<file path="config.mk">
export PLATFORM = sky130hd
export DESIGN_NAME = muldiv8_unit
export DESIGN_NICKNAME = d
export VERILOG_FILES = /design/src/rtl/muldiv8_pkg.sv /design/src/rtl/muldiv8_seq.sv /design/src/rtl/muldiv8_mul_step.sv /design/src/rtl/muldiv8_div_step.sv /design/src/rtl/muldiv8_unit.sv
export SDC_FILE = /design/constraint.sdc
export NUM_CORES = 1
export LEC_CHECK = 0
export ABC_AREA = 1
export CORE_MARGIN = 4
export CORE_UTILIZATION = 35
export DETAILED_ROUTE_END_ITERATION = 10
export GPL_ROUTABILITY_DRIVEN = 1
export PLACE_DENSITY = 0.51
export SKIP_LAST_GASP = 1
export SLEW_MARGIN = 20
export SYNTH_ARGS = -nofsm -noshare
export SYNTH_HDL_FRONTEND = slang
export SYNTH_HIERARCHICAL = 1
export SYNTH_SLANG_ARGS = --single-unit
</file>
<file path="constraint.sdc">
create_clock -name clk -period 2.95 [get_ports clk]
set_input_delay 0.4425 -clock clk [delete_from_list [all_inputs] [get_ports clk]]
set_output_delay 0.4425 -clock clk [all_outputs]
set_load 0.03 [all_outputs]
</file>
<file path="src/rtl/muldiv8_pkg.sv">
package muldiv8_pkg;

  typedef enum logic {
    OP_MUL = 1'b0,
    OP_DIV = 1'b1
  } md_op_e;

endpackage

</file>
<file path="src/rtl/muldiv8_seq.sv">
module muldiv8_seq #(
  parameter int STEPS = 4
) (
  input  logic clk,
  input  logic rst,
  input  logic start,
  output logic busy,
  output logic accept,
  output logic step_en,
  output logic last_step,
  output logic done
);
  localparam int CW = (STEPS > 1) ? $clog2(STEPS) : 1;
  localparam logic [CW-1:0] LAST = CW'(STEPS - 1);

  logic [CW-1:0] cnt_q;

  assign accept    = start && !busy;
  assign step_en   = busy;
  assign last_step = busy && (cnt_q == LAST);

  always_ff @(posedge clk) begin
    if (rst) begin
      busy  <= 1'b0;
      cnt_q <= '0;
      done  <= 1'b0;
    end else begin
      done <= 1'b0;
      if (accept) begin
        busy  <= 1'b1;
        cnt_q <= '0;
      end else if (busy) begin
        if (cnt_q == LAST) begin
          busy <= 1'b0;
          done <= 1'b1;
          cnt_q <= '0;
        end else begin
          cnt_q <= cnt_q + 1'b1;
        end
      end
    end
  end

  // an accepted start makes the engine busy at the next edge
  p_accept_busy_r1: assert property (@(posedge clk) disable iff (rst)
    (start && !busy) |=> busy);

  // done only closes out a busy period and drops busy
  p_done_tail_r1: assert property (@(posedge clk) disable iff (rst)
    done |-> (!busy && $past(busy)));

  // done is a single-cycle pulse
  p_done_single_r1: assert property (@(posedge clk) disable iff (rst)
    done |=> !done);

endmodule

</file>
<file path="src/rtl/muldiv8_mul_step.sv">
module muldiv8_mul_step #(
  parameter int W   = 8,
  parameter int BPC = 2
) (
  input  logic [2*W-1:0] acc,
  input  logic [2*W-1:0] mcand,
  input  logic [BPC-1:0] mbits,
  output logic [2*W-1:0] acc_nxt
);
  logic [2*W-1:0] part [BPC+1];

  assign part[0] = acc;

  for (genvar i = 0; i < BPC; i++) begin : g_add
    assign part[i+1] = part[i] + (mbits[i] ? (mcand << i) : '0);
  end

  assign acc_nxt = part[BPC];

endmodule

</file>
<file path="src/rtl/muldiv8_div_step.sv">
module muldiv8_div_step #(
  parameter int W   = 8,
  parameter int BPC = 2
) (
  input  logic [W-1:0]   rem,
  input  logic [BPC-1:0] dbits,
  input  logic [W-1:0]   divisor,
  output logic [W-1:0]   rem_nxt,
  output logic [BPC-1:0] qbits
);
  logic [W-1:0] r [BPC+1];

  assign r[0] = rem;

  for (genvar i = 0; i < BPC; i++) begin : g_sub
    logic [W:0] trial;
    logic [W:0] diff;
    logic       fits;
    assign trial = {r[i], dbits[BPC-1-i]};
    assign diff  = trial - {1'b0, divisor};
    assign fits  = (trial >= {1'b0, divisor});
    assign r[i+1] = fits ? diff[W-1:0] : trial[W-1:0];
    assign qbits[BPC-1-i] = fits;
  end

  assign rem_nxt = r[BPC];

endmodule

</file>
<file path="src/rtl/muldiv8_unit.sv">
module muldiv8_unit #(
  parameter int W     = 8,
  parameter int STEPS = 4
) (
  input  logic         clk,
  input  logic         rst,
  input  logic         start,
  input  logic         op_sel,
  input  logic [W-1:0] a_in,
  input  logic [W-1:0] b_in,
  output logic [W-1:0] a_out,
  output logic [W-1:0] b_out,
  output logic         c_out,
  output logic         ov_out,
  output logic         busy,
  output logic         done
);
  import muldiv8_pkg::*;

  localparam int BPC = W / STEPS;
  localparam int PW  = 2 * W;

  logic accept, step_en, last_step;

  md_op_e          op_q;
  logic [PW-1:0]   mc_q, acc_q, acc_nxt;
  logic [W-1:0]    mp_q;
  logic [W-1:0]    dvd_q, quo_q, rem_q, dsr_q, rem_nxt;
  logic [BPC-1:0]  qbits;
  logic [W-1:0]    quo_fin;

  muldiv8_seq #(.STEPS(STEPS)) seq_i (
    .clk(clk), .rst(rst), .start(start), .busy(busy),
    .accept(accept), .step_en(step_en), .last_step(last_step), .done(done)
  );

  muldiv8_mul_step #(.W(W), .BPC(BPC)) mul_i (
    .acc(acc_q), .mcand(mc_q), .mbits(mp_q[BPC-1:0]), .acc_nxt(acc_nxt)
  );

  muldiv8_div_step #(.W(W), .BPC(BPC)) div_i (
    .rem(rem_q), .dbits(dvd_q[W-1 -: BPC]), .divisor(dsr_q),
    .rem_nxt(rem_nxt), .qbits(qbits)
  );

  assign quo_fin = {quo_q[W-BPC-1:0], qbits};

  // operand capture and iteration state
  always_ff @(posedge clk) begin
    if (rst) begin
      op_q  <= OP_MUL;
      mc_q  <= '0;
      mp_q  <= '0;
      acc_q <= '0;
      dvd_q <= '0;
      quo_q <= '0;
      rem_q <= '0;
      dsr_q <= '0;
    end else if (accept) begin
      op_q  <= md_op_e'(op_sel);
      mc_q  <= {{W{1'b0}}, a_in};
      mp_q  <= b_in;
      acc_q <= '0;
      dvd_q <= a_in;
      quo_q <= '0;
      rem_q <= '0;
      dsr_q <= b_in;
    end else if (step_en) begin
      mc_q  <= mc_q << BPC;
      mp_q  <= mp_q >> BPC;
      acc_q <= acc_nxt;
      dvd_q <= dvd_q << BPC;
      rem_q <= rem_nxt;
      quo_q <= quo_fin;
    end
  end

  // result registers, written only on the final step
  always_ff @(posedge clk) begin
    if (rst) begin
      a_out  <= '0;
      b_out  <= '0;
      c_out  <= 1'b0;
      ov_out <= 1'b0;
    end else if (last_step) begin
      c_out <= 1'b0;
      if (op_q == OP_MUL) begin
        a_out  <= acc_nxt[W-1:0];
        b_out  <= acc_nxt[PW-1:W];
        ov_out <= |acc_nxt[PW-1:W];
      end else if (dsr_q == '0) begin
        a_out  <= '0;
        b_out  <= '0;
        ov_out <= 1'b1;
      end else begin
        a_out  <= quo_fin;
        b_out  <= rem_nxt;
        ov_out <= 1'b0;
      end
    end
  end

  // multiply overflow tracks a nonzero high byte
  p_mul_ov_r4: assert property (@(posedge clk) disable iff (rst)
    (done && op_q == OP_MUL) |-> (ov_out == (b_out != '0)));

  // zero divisor yields zeros with overflow
  p_div_zero_r5: assert property (@(posedge clk) disable iff (rst)
    (done && op_q == OP_DIV && dsr_q == '0) |-> (a_out == '0 && b_out == '0 && ov_out));

  // nonzero divisor gives remainder below divisor, no overflow
  p_div_rem_r6: assert property (@(posedge clk) disable iff (rst)
    (done && op_q == OP_DIV && dsr_q != '0) |-> (!ov_out && b_out < dsr_q));

  // captured operation and divisor are frozen while busy
  p_capture_frozen_r8: assert property (@(posedge clk) disable iff (rst)
    (busy && !last_step) |=> ($stable(op_q) && $stable(dsr_q)));

  // outputs move only with done
  p_hold_outputs_r9: assert property (@(posedge clk) disable iff (rst)
    !done |-> ($stable(a_out) && $stable(b_out) && $stable(ov_out) && $stable(c_out)));

endmodule

</file>
==> results of run 1 <==
[cell usage in the layout, fill, tap and decap left out, types with 3 or more instances in the layout]
| master | n |
|---|---|
| clkdlybuf4s50_1 | 38 |
| inv_2 | 24 |
| o21ai_0 | 37 |
| dfxtp_1 | 67 |
| ha_4 | 20 |
| a21oi_2 | 16 |
| fa_2 | 3 |
| nand4_1 | 4 |
| nor2_4 | 8 |
| nor2_2 | 5 |
| a21oi_1 | 64 |
| nand3_1 | 27 |
| buf_6 | 5 |
| dfxtp_2 | 16 |
| nand2_1 | 233 |
| nor2_1 | 48 |
| clkbuf_16 | 10 |
| nand3_4 | 8 |
| inv_1 | 92 |
| nand3_2 | 12 |
| nand2_2 | 46 |
| fa_1 | 14 |
| nand2_4 | 7 |
| xor2_1 | 10 |
| xnor2_1 | 4 |
| buf_4 | 140 |
| clkinv_4 | 3 |
| ha_1 | 12 |
| o21ai_1 | 4 |
| o21a_1 | 16 |
| o21ai_4 | 3 |
| o211ai_1 | 3 |
[cells in the mapped netlist, types with 2 or more instances]
| cell type | count |
|---|---|
| nor2_8 | 2 |
| a221oi_2 | 2 |
| dfxtp_1 | 84 |
| nand2_1 | 272 |
| or2_0 | 2 |
| buf_4 | 9 |
| nor2_2 | 4 |
| nand2_2 | 11 |
| o21ai_1 | 3 |
| clkbuf_2 | 2 |
| buf_6 | 11 |
| ha_1 | 33 |
| a21oi_2 | 3 |
| nor2_1 | 52 |
| clkbuf_1 | 3 |
| a221oi_1 | 2 |
| nand3_4 | 2 |
| nand3_1 | 41 |
| nand4_1 | 4 |
| buf_2 | 11 |
| inv_2 | 10 |
| o21ai_2 | 3 |
| inv_1 | 108 |
| nand2_4 | 3 |
| nand4_2 | 2 |
| a21oi_1 | 78 |
| o21a_1 | 16 |
| xor2_1 | 10 |
| xnor2_1 | 6 |
| nor2_4 | 4 |
| a31oi_1 | 2 |
| nor3_2 | 2 |
| o21ai_0 | 38 |
| fa_1 | 17 |
| nand3_2 | 3 |
| o211ai_1 | 3 |
[power by group through the flow]
stage | Clock [mW] | Combinational, mW | Sequential (mW)
after CTS | 1.17 | 6.85 | 1.32
after detailed placement | 0 | 5.63 | 1.32
after global routing | 1.22 | 9.16 | 1.34
after global placement | 0 | 5.61 | 1.32
after floorplan | 0 | 3.68 | 1.30
final | 1.14 | 8.48 | 1.33
[state kept, by name, indices dropped and copies added, names as in the netlist]
name	cells
acc_q	16
mc_q	16
a_out	8
b_out	8
dsr_q	8
mp_q	8
rem_q	8
quo_q	6
seq_i/cnt_q	2
op_q	1
ov_out	1
seq_i/busy	1
seq_i/done	1
[cell type report]
type | instances | share of cell area [%]
Sequential cell | 84 | 19.90
Inverter | 120 | 5.432
Timing Repair Buffer | 187 | 18.24
Clock inverter | 4 | 0.5695
Tap cell | 220 | 3.213
Clock buffer | 12 | 2.877
Multi-Input combinational cell | 629 | 49.77
[routing by layer]
| layer | global-route usage (%) | up-vias | wire length (um) |
|---|---|---|---|
| met5 | 0 | - | 0 |
| met4 | 4.789 | 0 | 345 |
| met3 | 2.379 | 17 | 489 |
| met2 | 30.48 | 77 | 8606 |
| met1 | 25.39 | 2690 | 8401 |
| li1 | - | 3067 | - |
[cells by family (layout without fill, tap and decap cells)]
| group | after synthesis | after routing |
|---|---|---|
| flip-flops | 84 | 84 |
| buffers and inverters | 156 | 323 |
| adder cells (fa/ha/maj) | 50 | 50 |
| other | 1 | 1 |
| AO/OA/AOI/OAI | 152 | 152 |
| AND/OR/NAND/NOR | 408 | 410 |
| XOR/XNOR | 16 | 16 |
[worst min path at each step]
| stage | end | slack [ns] | cells after the start |
|---|---|---|---|
| after floorplan | acc_q[1]$_SDFFE_PP0P_ | 0.44 | 2 |
| after detailed placement | quo_q[5]$_SDFFE_PP0P_ | 0.45 | 2 |
| final | acc_q[1]$_SDFFE_PP0P_ | 0.46 | 2 |
| after global routing | quo_q[5]$_SDFFE_PP0P_ | 0.49 | 2 |
| after CTS | acc_q[1]$_SDFFE_PP0P_ | 0.47 | 2 |
| after global placement | acc_q[1]$_SDFFE_PP0P_ | 0.45 | 2 |
[what timing repair did]
item / CTS / global route
setup endpoints to repair: 18 / 22
setup buffers: 12 / 20
pin swaps: 24 / 65
gates cloned: 2 / 1
resized for setup: 64 / 105
[worst min-delay path: cells and delay by family, from the launching register on]
kind,cells,cell delay (ns)
flip-flops,1,0.31
AND/OR/NAND/NOR,1,0.06
AO/OA/AOI/OAI,1,0.05
[stage by stage]
stage               cell area (sq um)  instances  setup WS (ns)
floorplan                        5991        867        0.02639
global placement                 7263       1205        -0.3339
detailed placement               7263       1205        -0.2998
CTS                              7979       1235      -0.006184
global route                     8568       1256        -0.2166
finish                           8568       1256      -0.008383
==> metrics.csv, run 1 <==
metric,value,unit
"Hold Vio Cnt, Final",0,
die height,138.8,um
Reg power frac,12.1,%
Int Power,5.939,mW
Worst Setup Start Kind,flop,
Rel. slew slack,62.87,%
number of stages on the worst setup path,19,
Core Footprint,16700,sq um
Via Count,5851,
Tot GR Track Use,18.40,%
crit-path cells,inv_2 -> ha_4 -> inv_4 -> nor2_4 -> buf_4 -> nand4_4 -> clkinv_4 -> nor2_4 -> o21ai_4 -> ha_4 -> buf_4 -> a41oi_4 -> nand2_4 -> nor2_8 -> nand3_2 -> nand2_2 -> nand2_1 -> o21a_1 -> nor2_1,
"Seq/Total Area, Yosys",28.07,%
pwr/cell area,1278,nW/um^2
Routed WL per cell,14.21,um
Yosys top cell by area,dfxtp_1,
Reg2Reg Depth,19,
Max Fclk,0.3380,GHz
share of layout cells above drive strength 1,33.98,%
capturing point of the worst reg2reg path,b_out[1]$_SDFFE_PP0P_,
Crit path max-delay family,simple AND/OR/NAND/NOR gates,
failing checks,negative setup slack,
DIE AREA,19270,sq um
dpl hpwl,13080,um
worst hold slack,0.4636,ns
Synth area leaders,"dfxtp_1 (28%), nand2_1 (17%), ha_1 (6.9%)",
post-synthesis compound-gate area fraction,14.47,%
grt total ovfl,0,
DRT Pass-1 Iters,5,
Synth Area in Adders,12.57,%
number of enable flip-flop cells after synthesis,0,
Leak,4.029,nW
I/O Buffers,38,
combinational family with the most area after synthesis,simple AND/OR/NAND/NOR gates,
Post-Syn Area,5991,sq um
largest net degree at the start of global routing,44,
Final Slew Violations,0,
Synth Net Count,937,
vias per cell,4.658,
CP endpoint kind,flop,
Clock power frac,10.4,%
Die Wd,138.8,um
Critical Path Fanout Max,8,
clock sinks,84,
YS warnings,6,
fill cell count,1667,
Initial DRC Count,331,
Slowest cell on crit path,dfxtp_2,
CP startpoint,dsr_q[7]$_SDFFE_PP0P_,
CP peak stage delay,0.33,ns
Setup crit end,b_out[1]$_SDFFE_PP0P_,
Post-Synth Simple-Gate Area,30.39,%
Gate power share,77.4,%
fin crit share,100.3,%
Final Worst Setup Slack,-0.008383,ns
Post-Synth XOR/XNOR Area,2.339,%
area of the multi-input gates,4264,sq um
Clock Skew,0.007018,ns
status,finished with violations,
worst path bufs/invs,5,
Avg Synthesized Cell Area,6.910,sq um
FF-to-FF Start,dsr_q[7]$_SDFFE_PP0P_,
"antenna viol nets, final",0,
ys async rst share,0,%
Worst EP required,3.23,ns
max_cap viols,0,
gpl congestion,0.8795,
top_reg_cell synth,dfxtp_1,
Yosys reg bits,84,
CTS tree,done,
P&R area growth vs syn,43.02,%
ANT cells,0,
vias in the first global route,5680,
H-tree lvl count,3,
switching share of power,45.75,%
initial antenna violation count,0,
fin util,51.30,%
CP Class,flop to flop,
first-pass GRT wire length,28880,um
Routed Wire Length,17840,um
switching power,5.009,mW
Max Root-Sink Buffers,2,
number of cell rows,47,
flop-to-flop setup slack,-0.008,ns
CTS Root Cell,clkbuf_16,
hold path startpoint,acc_q[1]$_SDFFE_PP0P_,
Hold Path Class,flop to flop,
Ports,40,
clock-pin slew on the worst setup and hold paths,0.06,ns
Starting Density,35.87,%
Post-route DRC,0,
synth unique cells,45,
"Arr. time, crit path",3.24,ns
register area,1705,sq um
clk_lat worst skew,0.34,ns
# nets final,1101,
mux share of post-synthesis cell area,0,%
Worst VDD drop,0.001329,V
actual slew at the worst max-slew pin,0.5570,ns
Tmin final,2.958,ns
hold_buf cts,0,
RSZ-0062 raised after global routing,true,
final total power,10.95,mW
Synth Instances,867,
post-synth top area share,28.07,%
Setup TNS,-0.02345,ns
Setup Viol. Count Final,5,
clock buffer count from CTS,9,
(Power assumes the default switching activity.)
==> run 2: changes to the inputs <==
--- a/config.mk
+++ b/config.mk
@@ -11,6 +11,7 @@
 export DETAILED_ROUTE_END_ITERATION = 10
 export GPL_ROUTABILITY_DRIVEN = 1
 export PLACE_DENSITY = 0.51
+export REMOVE_ABC_BUFFERS = 1
 export SKIP_LAST_GASP = 1
 export SLEW_MARGIN = 20
 export SYNTH_ARGS = -nofsm -noshare
==> run 2 against run 1 <==
  * The run still ends with negative setup slack left
  * Clock power rose by 11%
  * Via count fell by 2.1%
  * Cell area fell by 4.7%
  * Die area did not move
  * Routed wire length fell by 0.90%
  * Sequential power barely moved
  * Non-clock buffer count fell by 20
  * Power fell by 4.7%
  * Final cell count fell by 1.6%
  * Setup slack got worse by 0.082 ns
  * Worst hold slack got worse by 0.0037 ns
  * Sequential share of layout area rose by 0.87 points
  * Highest routed layer unchanged
==> metrics.csv, run 2 (synthesized netlist as in run 1, its figures left out) <==
metric,value,unit,change
status,finished with violations,,
failing checks,negative setup slack,,
DRT Pass-1 Iters,5,,unchanged
Setup Viol. Count Final,11,,+6
number of cell rows,47,,unchanged
"antenna viol nets, final",0,,unchanged
actual slew at the worst max-slew pin,0.5363,ns,-0.02064 ns
Top Registers,"acc_q: 16 flops, mc_q: 16 flops",,
Tot GR Track Use,18.37,%,-0.024 points
Clock Skew,0.007440,ns,+0.0004220 ns
Slowest cell on crit path,dfxtp_2,,
"commonest non-fill, non-tap cell in the layout",nand2_1,,
hold_buf cts,0,,unchanged
pwr/cell area,1279,nW/um^2,about the same
fill cell count,1649,,-1.1%
Crit path max-delay family,simple AND/OR/NAND/NOR gates,,
global routing usage on met1,25.15,%,-0.24 points
Routed Wire Length,17680,um,-0.90%
Routed WL per cell,14.31,um,+0.70%
I/O Buffers,38,,unchanged
P&R area growth vs syn,36.24,%,
Starting Density,35.87,%,unchanged
Setup TNS,-0.5837,ns,-0.5602 ns
Final Worst Setup Slack,-0.09054,ns,-0.08216 ns
dpl hpwl,13540,um,+3.5%
Place WS,-0.2707,ns,+0.02913 ns
CP Class,flop to flop,,
vias per cell,4.633,,-0.54%
clock-pin slew on the worst setup and hold paths,0.07,ns,about the same
Worst Setup Start Kind,flop,,
fin util,48.87,%,-2.4 points
"commonest cells after routing, fill and taps aside","nand2_1 (243), buf_4 (124), inv_1 (97), dfxtp_1 (73), a21oi_1 (70)",,
Final Slew Violations,0,,unchanged
grt total ovfl,0,,unchanged
clock sinks,84,,unchanged
Worst VDD drop,0.001260,V,-5.2%
die height,138.8,um,unchanged
Ports,40,,unchanged
Max Root-Sink Buffers,2,,unchanged
crit-path cells,inv_2 -> ha_4 -> nand2_4 -> inv_2 -> nand2_2 -> nand2_4 -> nand2_8 -> nand3_4 -> nor2_8 -> buf_8 -> o21ai_4 -> ha_4 -> nand2_4 -> o211ai_1 -> nand2_2 -> nand3_4 -> nand2_1 -> nand2_2 -> nand2_1 -> o21a_1 -> nor2_1,,
GR peak layer,met2,,
Critical Path Fanout Max,6,,-2
ANT cells,0,,unchanged
Worst EP required,3.23,ns,about the same
met3 Track Usage GR,2.310,%,-0.069 points
fin cells,1236,,-1.6%
Tmin final,3.041,ns,+0.08216 ns
initial antenna violation count,0,,unchanged
Post-Place Cells,1193,,-1.0%
H-tree lvl count,3,,unchanged
dpl cell area,7173,sq um,-1.2%
clock buffer count from CTS,9,,unchanged
post-layout instance area,8162,sq um,-4.7%
CTS tree,done,,
Via Count,5727,,-2.1%
CP endpoint kind,flop,,
clk_lat worst skew,0.34,ns,about the same
DIE AREA,19270,sq um,unchanged
Leak,3.947,nW,-2.0%
Die Wd,138.8,um,unchanged
largest net degree at the start of global routing,41,,-6.8%
Post-route DRC,0,,unchanged
Hold Path Class,flop to flop,,
vias in the first global route,5619,,-1.1%
max_cap viols,0,,unchanged
CTS Root Cell,clkbuf_16,,
Core Footprint,16700,sq um,unchanged
gpl congestion,0.8614,,-2.1%
met2 Resource Use GR,30.86,%,+0.38 points
fin crit share,103.1,%,+2.8 points
"Arr. time, crit path",3.32,ns,+0.08 ns
worst path bufs/invs,3,,-2
Max Fclk,0.3289,GHz,-2.7%
RSZ-0062 raised after global routing,true,,
Initial DRC Count,229,,-31%
share of layout cells above drive strength 1,28.15,%,-5.8 points
CP peak stage delay,0.34,ns,about the same
Rel. slew slack,64.19,%,+1.3 points
first-pass GRT wire length,29170,um,+1.0%
# nets final,1081,,-1.8%
"Hold Vio Cnt, Final",0,,unchanged
[run 2: layer usage]
metal | wire [um] | vias up
met5 | 0 | -
met4 | 245 | 0
met3 | 467 | 15
met2 | 8521 | 69
met1 | 8447 | 2622
li1 | - | 3021
[run 2: stage by stage]
step / hold WS (ns) / power (mW)
after global placement: 0.4532 / 6.829
after detailed placement: 0.4555 / 6.792
after global routing: 0.5008 / 11.25
after CTS: 0.4642 / 9.461
after floorplan: 0.4409 / 4.824
final: 0.4599 / 10.44
[run 2: worst reg2reg max path, cell delays in order (launching register included)]
cell	delay, ns
dfxtp_2	0.34
inv_2	0.05
ha_4	0.26
nand2_4	0.08
inv_2	0.04
nand2_2	0.08
nand2_4	0.08
nand2_8	0.09
nand3_4	0.08
nor2_8	0.17
buf_8	0.17
o21ai_4	0.08
ha_4	0.29
nand2_4	0.05
o211ai_1	0.28
nand2_2	0.20
nand3_4	0.16
nand2_1	0.08
nand2_2	0.08
nand2_1	0.05
o21a_1	0.16
nor2_1	0.10
[run 2: path summary, 6_finish.rpt]
check	end	start	slack (ns)	depth (start not counted)
worst min-delay path	quo_q[5]$_SDFFE_PP0P_	quo_q[5]$_SDFFE_PP0P_	0.46	2
worst max register to register	b_out[1]$_SDFFE_PP0P_	dsr_q[3]$_SDFFE_PP0P_	-0.09	21
worst max-delay path	b_out[1]$_SDFFE_PP0P_	dsr_q[3]$_SDFFE_PP0P_	-0.09	21
worst min register to register	quo_q[5]$_SDFFE_PP0P_	quo_q[5]$_SDFFE_PP0P_	0.46	2
[run 2: power breakdown]
| part | switching (mW) | leakage, nW | internal [mW] | total, mW |
|---|---|---|---|---|
| logic | 4.20 | 3.10 | 3.66 | 7.86 |
| registers | 0.0948 | 0.687 | 1.23 | 1.32 |
| clock network | 0.505 | 0.155 | 0.753 | 1.26 |
[run 2: what timing repair did]
action,in CTS,in global routing
pin swaps,39,39
gates cloned,2,0
setup buffers,13,12
setup endpoints to repair,18,21
resized for setup,58,52
[run 2: layout make-up]
cell class                 instances  area (sq um)  area share (%)
inverter                         120         462.9           5.672
clock inverter                     6         96.34           1.180
tap                              220         275.3           3.373
timing repair buffer             167          1380           16.91
clock buffer                      10         229.0           2.805
multi-input combinational        629          4023           49.29
sequential                        84          1695           20.77
==> run 3: changes to the inputs <==
--- a/config.mk
+++ b/config.mk
@@ -6,12 +6,15 @@
 export NUM_CORES = 1
 export LEC_CHECK = 0
 export ABC_AREA = 1
+export CELL_PAD_IN_SITES_DETAIL_PLACEMENT = 0
+export CELL_PAD_IN_SITES_GLOBAL_PLACEMENT = 1
 export CORE_MARGIN = 4
-export CORE_UTILIZATION = 35
+export CORE_UTILIZATION = 39
 export DETAILED_ROUTE_END_ITERATION = 10
 export GPL_ROUTABILITY_DRIVEN = 1
-export PLACE_DENSITY = 0.51
+export PLACE_DENSITY = 0.74
 export REMOVE_ABC_BUFFERS = 1
+export SETUP_SLACK_MARGIN = 0.02
 export SKIP_LAST_GASP = 1
 export SLEW_MARGIN = 20
 export SYNTH_ARGS = -nofsm -noshare
==> run 3 against run 2 <==
  * The flow still finishes with violations (negative setup slack)
  * Setup slack worse by 0.014 ns
  * Combinational power is 13% higher
  * Non-clock buffer count is 17 higher
  * Sequential power hardly changed
  * Critical path type unchanged
  * Largest cell class unchanged
  * Highest routed layer unchanged
==> metrics.csv, run 3 (synthesized netlist as in run 1, its figures left out) <==
metric,value,unit,change
Routed Wire Length,18660,um,+5.5%
global routing usage on met1,26.64,%,+1.5 points
grt total ovfl,0,,unchanged
CP startpoint,dsr_q[7]$_SDFFE_PP0P_,,
share of layout cells above drive strength 1,33.14,%,+5.0 points
DRT Pass-1 Iters,4,,-1
Clock power frac,9.5,%,-2.6 points
clock buffer count from CTS,9,,unchanged
dpl cell area,7211,sq um,+0.52%
clock sinks,84,,unchanged
I/O Buffers,38,,unchanged
worst hold slack,0.4654,ns,+0.005482 ns
CP Class,flop to flop,,
Tot GR Track Use,20.71,%,+2.3 points
vias per cell,4.925,,+6.3%
Top Registers,"acc_q: 16 flops, mc_q: 16 flops",,
Critical Path Fanout Max,6,,unchanged
H-tree lvl count,3,,unchanged
Final Worst Setup Slack,-0.1046,ns,-0.01408 ns
vias in the first global route,5776,,+2.8%
capturing point of the worst reg2reg path,b_out[7]$_SDFFE_PP0P_,,
Rel. slew slack,61.79,%,-2.4 points
Final Slew Violations,0,,unchanged
area of the multi-input gates,4223,sq um,+5.0%
FF-to-FF Start,dsr_q[7]$_SDFFE_PP0P_,,
"antenna viol nets, final",0,,unchanged
Hold Path Class,flop to flop,,
"Arr. time, crit path",3.34,ns,+0.02 ns
fin util,55.61,%,+6.7 points
"commonest non-fill, non-tap cell in the layout",nand2_1,,
CTS tree,done,,
fin crit share,103.5,%,+0.48 points
Worst EP required,3.24,ns,about the same
# nets final,1097,,+1.5%
switching share of power,45.63,%,-0.31 points
Reg2Reg Depth,24,,+14%
first-pass GRT wire length,28860,um,-1.1%
clock-pin slew on the worst setup and hold paths,0.07,ns,about the same
largest net degree at the start of global routing,35,,-15%
GR peak layer,met2,,
actual slew at the worst max-slew pin,0.5725,ns,+0.03615 ns
fin cells,1220,,-1.3%
register area,1710,sq um,+0.89%
CTS Root Cell,clkbuf_16,,
Core Footprint,15150,sq um,-9.3%
clk_lat worst skew,0.35,ns,about the same
Post-Place Cells,1173,,-1.7%
Reg power frac,11.9,%,-0.8 points
Int Power,6.154,mW,+9.0%
Tmin final,3.055,ns,+0.01408 ns
dpl hpwl,13670,um,+0.95%
Place WS,-0.2687,ns,+0.001995 ns
RSZ-0062 raised after global routing,true,,
Via Count,6009,,+4.9%
fill cell count,1458,,-12%
post-layout instance area,8422,sq um,+3.2%
Post-route DRC,0,,unchanged
number of cell rows,45,,-4.3%
die height,131.9,um,-5.0%
Initial DRC Count,291,,+27%
Gate power share,78.6,%,+3.3 points
Setup crit end,b_out[7]$_SDFFE_PP0P_,,
Setup Viol. Count Final,14,,+3
Die Wd,131.9,um,-5.0%
flop-to-flop setup slack,-0.10,ns,about the same
ANT cells,0,,unchanged
Max Root-Sink Buffers,2,,unchanged
max_cap viols,0,,unchanged
met2 Resource Use GR,34.46,%,+3.6 points
CP endpoint kind,flop,,
Starting Density,39.55,%,+3.7 points
Leak,4.011,nW,+1.6%
failing checks,negative setup slack,,
Worst Setup Start Kind,flop,,
Ports,40,,unchanged
DIE AREA,17410,sq um,-9.7%
switching power,5.164,mW,+7.7%
status,finished with violations,,
Max Fclk,0.3274,GHz,-0.46%
"Hold Vio Cnt, Final",0,,unchanged
met3 Track Usage GR,3.397,%,+1.1 points
P&R area growth vs syn,40.58,%,
Clock Skew,0.009214,ns,+0.001775 ns
pwr/cell area,1344,nW/um^2,+5.1%
initial antenna violation count,0,,unchanged
gpl congestion,0.8523,,-1.1%
Routed WL per cell,15.30,um,+6.9%
"commonest cells after routing, fill and taps aside","nand2_1 (237), buf_4 (139), inv_1 (95), a21oi_1 (67), dfxtp_1 (65)",,
Worst VDD drop,0.002222,V,+76%
-- run 3: cell count changes in the layout (fill, tap and decap cells not counted), moves of 5 or more --
cell     delta
ha_1        -7
nand2_1     -6
dfxtp_1     -8
ha_4        +6
dfxtp_2     +6
nor2_1      -5
buf_4      +15
nand3_2     +5
nand3_1     -5
-- run 3: power by group through the flow --
stage               sequential (mW)  clock [mW]  combinational [mW]
floorplan                      1.32           0                3.50
global placement               1.34           0                5.88
detailed placement             1.33           0                5.86
CTS                            1.34        1.10                7.18
global route                   1.35        1.15                9.52
finish                         1.34        1.08                8.90
-- run 3: how the worst min path moves through the flow --
stage | from | end | slack [ns] | depth (start not counted)
after floorplan | acc_q[1]$_SDFFE_PP0P_ | acc_q[1]$_SDFFE_PP0P_ | 0.44 | 2
after global placement | quo_q[5]$_SDFFE_PP0P_ | quo_q[5]$_SDFFE_PP0P_ | 0.45 | 2
after detailed placement | quo_q[4]$_SDFFE_PP0P_ | quo_q[4]$_SDFFE_PP0P_ | 0.45 | 2
after CTS | quo_q[4]$_SDFFE_PP0P_ | quo_q[4]$_SDFFE_PP0P_ | 0.46 | 2
after global routing | mp_q[5]$_SDFFE_PP0P_ | mp_q[5]$_SDFFE_PP0P_ | 0.49 | 2
final | acc_q[1]$_SDFFE_PP0P_ | acc_q[1]$_SDFFE_PP0P_ | 0.47 | 2
-- run 3: timing repair --
action	in CTS	in global routing
setup buffers	18	12
pin swaps	39	56
cloned	1	0
setup endpoints to repair	18	22
resized for setup	59	108
hold buffers	0	0
-- run 3: layer usage --
| layer | wire length [um] | vias up |
|---|---|---|
| li1 | - | 3065 |
| met1 | 8376 | 2767 |
| met2 | 8880 | 132 |
| met3 | 740 | 45 |
| met4 | 666 | 0 |
| met5 | 0 | - |
-- run 3: worst max-delay path, cell delays in order (launching register included) --
cell	delay, ns
dfxtp_2	0.36
inv_4	0.05
ha_4	0.28
inv_4	0.04
nor2_4	0.08
buf_4	0.12
nand4_4	0.13
clkinv_4	0.09
nor2_8	0.06
buf_8	0.14
nand2_4	0.06
o21ai_4	0.06
ha_4	0.30
nand2_2	0.06
nor2_2	0.11
nand2_1	0.07
o211ai_1	0.09
buf_4	0.19
buf_6	0.11
xor2_2	0.14
nand2_1	0.08
nand2_2	0.07
nand2_1	0.05
o21a_1	0.18
nor2_1	0.07
-- run 3: final cells by class --
type                       instances  share of cell area [%]
multi-input combinational        628                   50.14
timing repair buffer             184                   17.89
tap                              188                   2.793
clock inverter                     4                  0.3863
clock buffer                      12                   2.927
inverter                         120                   5.556
sequential                        84                   20.31
-- run 3: per-stage QoR --
stage | TNS, ns | power [mW]
2_1_floorplan | 0 | 4.824
3_3_place_gp | -2.999 | 7.216
3_5_place_dp | -3.760 | 7.192
4_1_cts | -0.2908 | 9.612
5_1_grt | -3.513 | 12.02
6_report | -0.8331 | 11.32
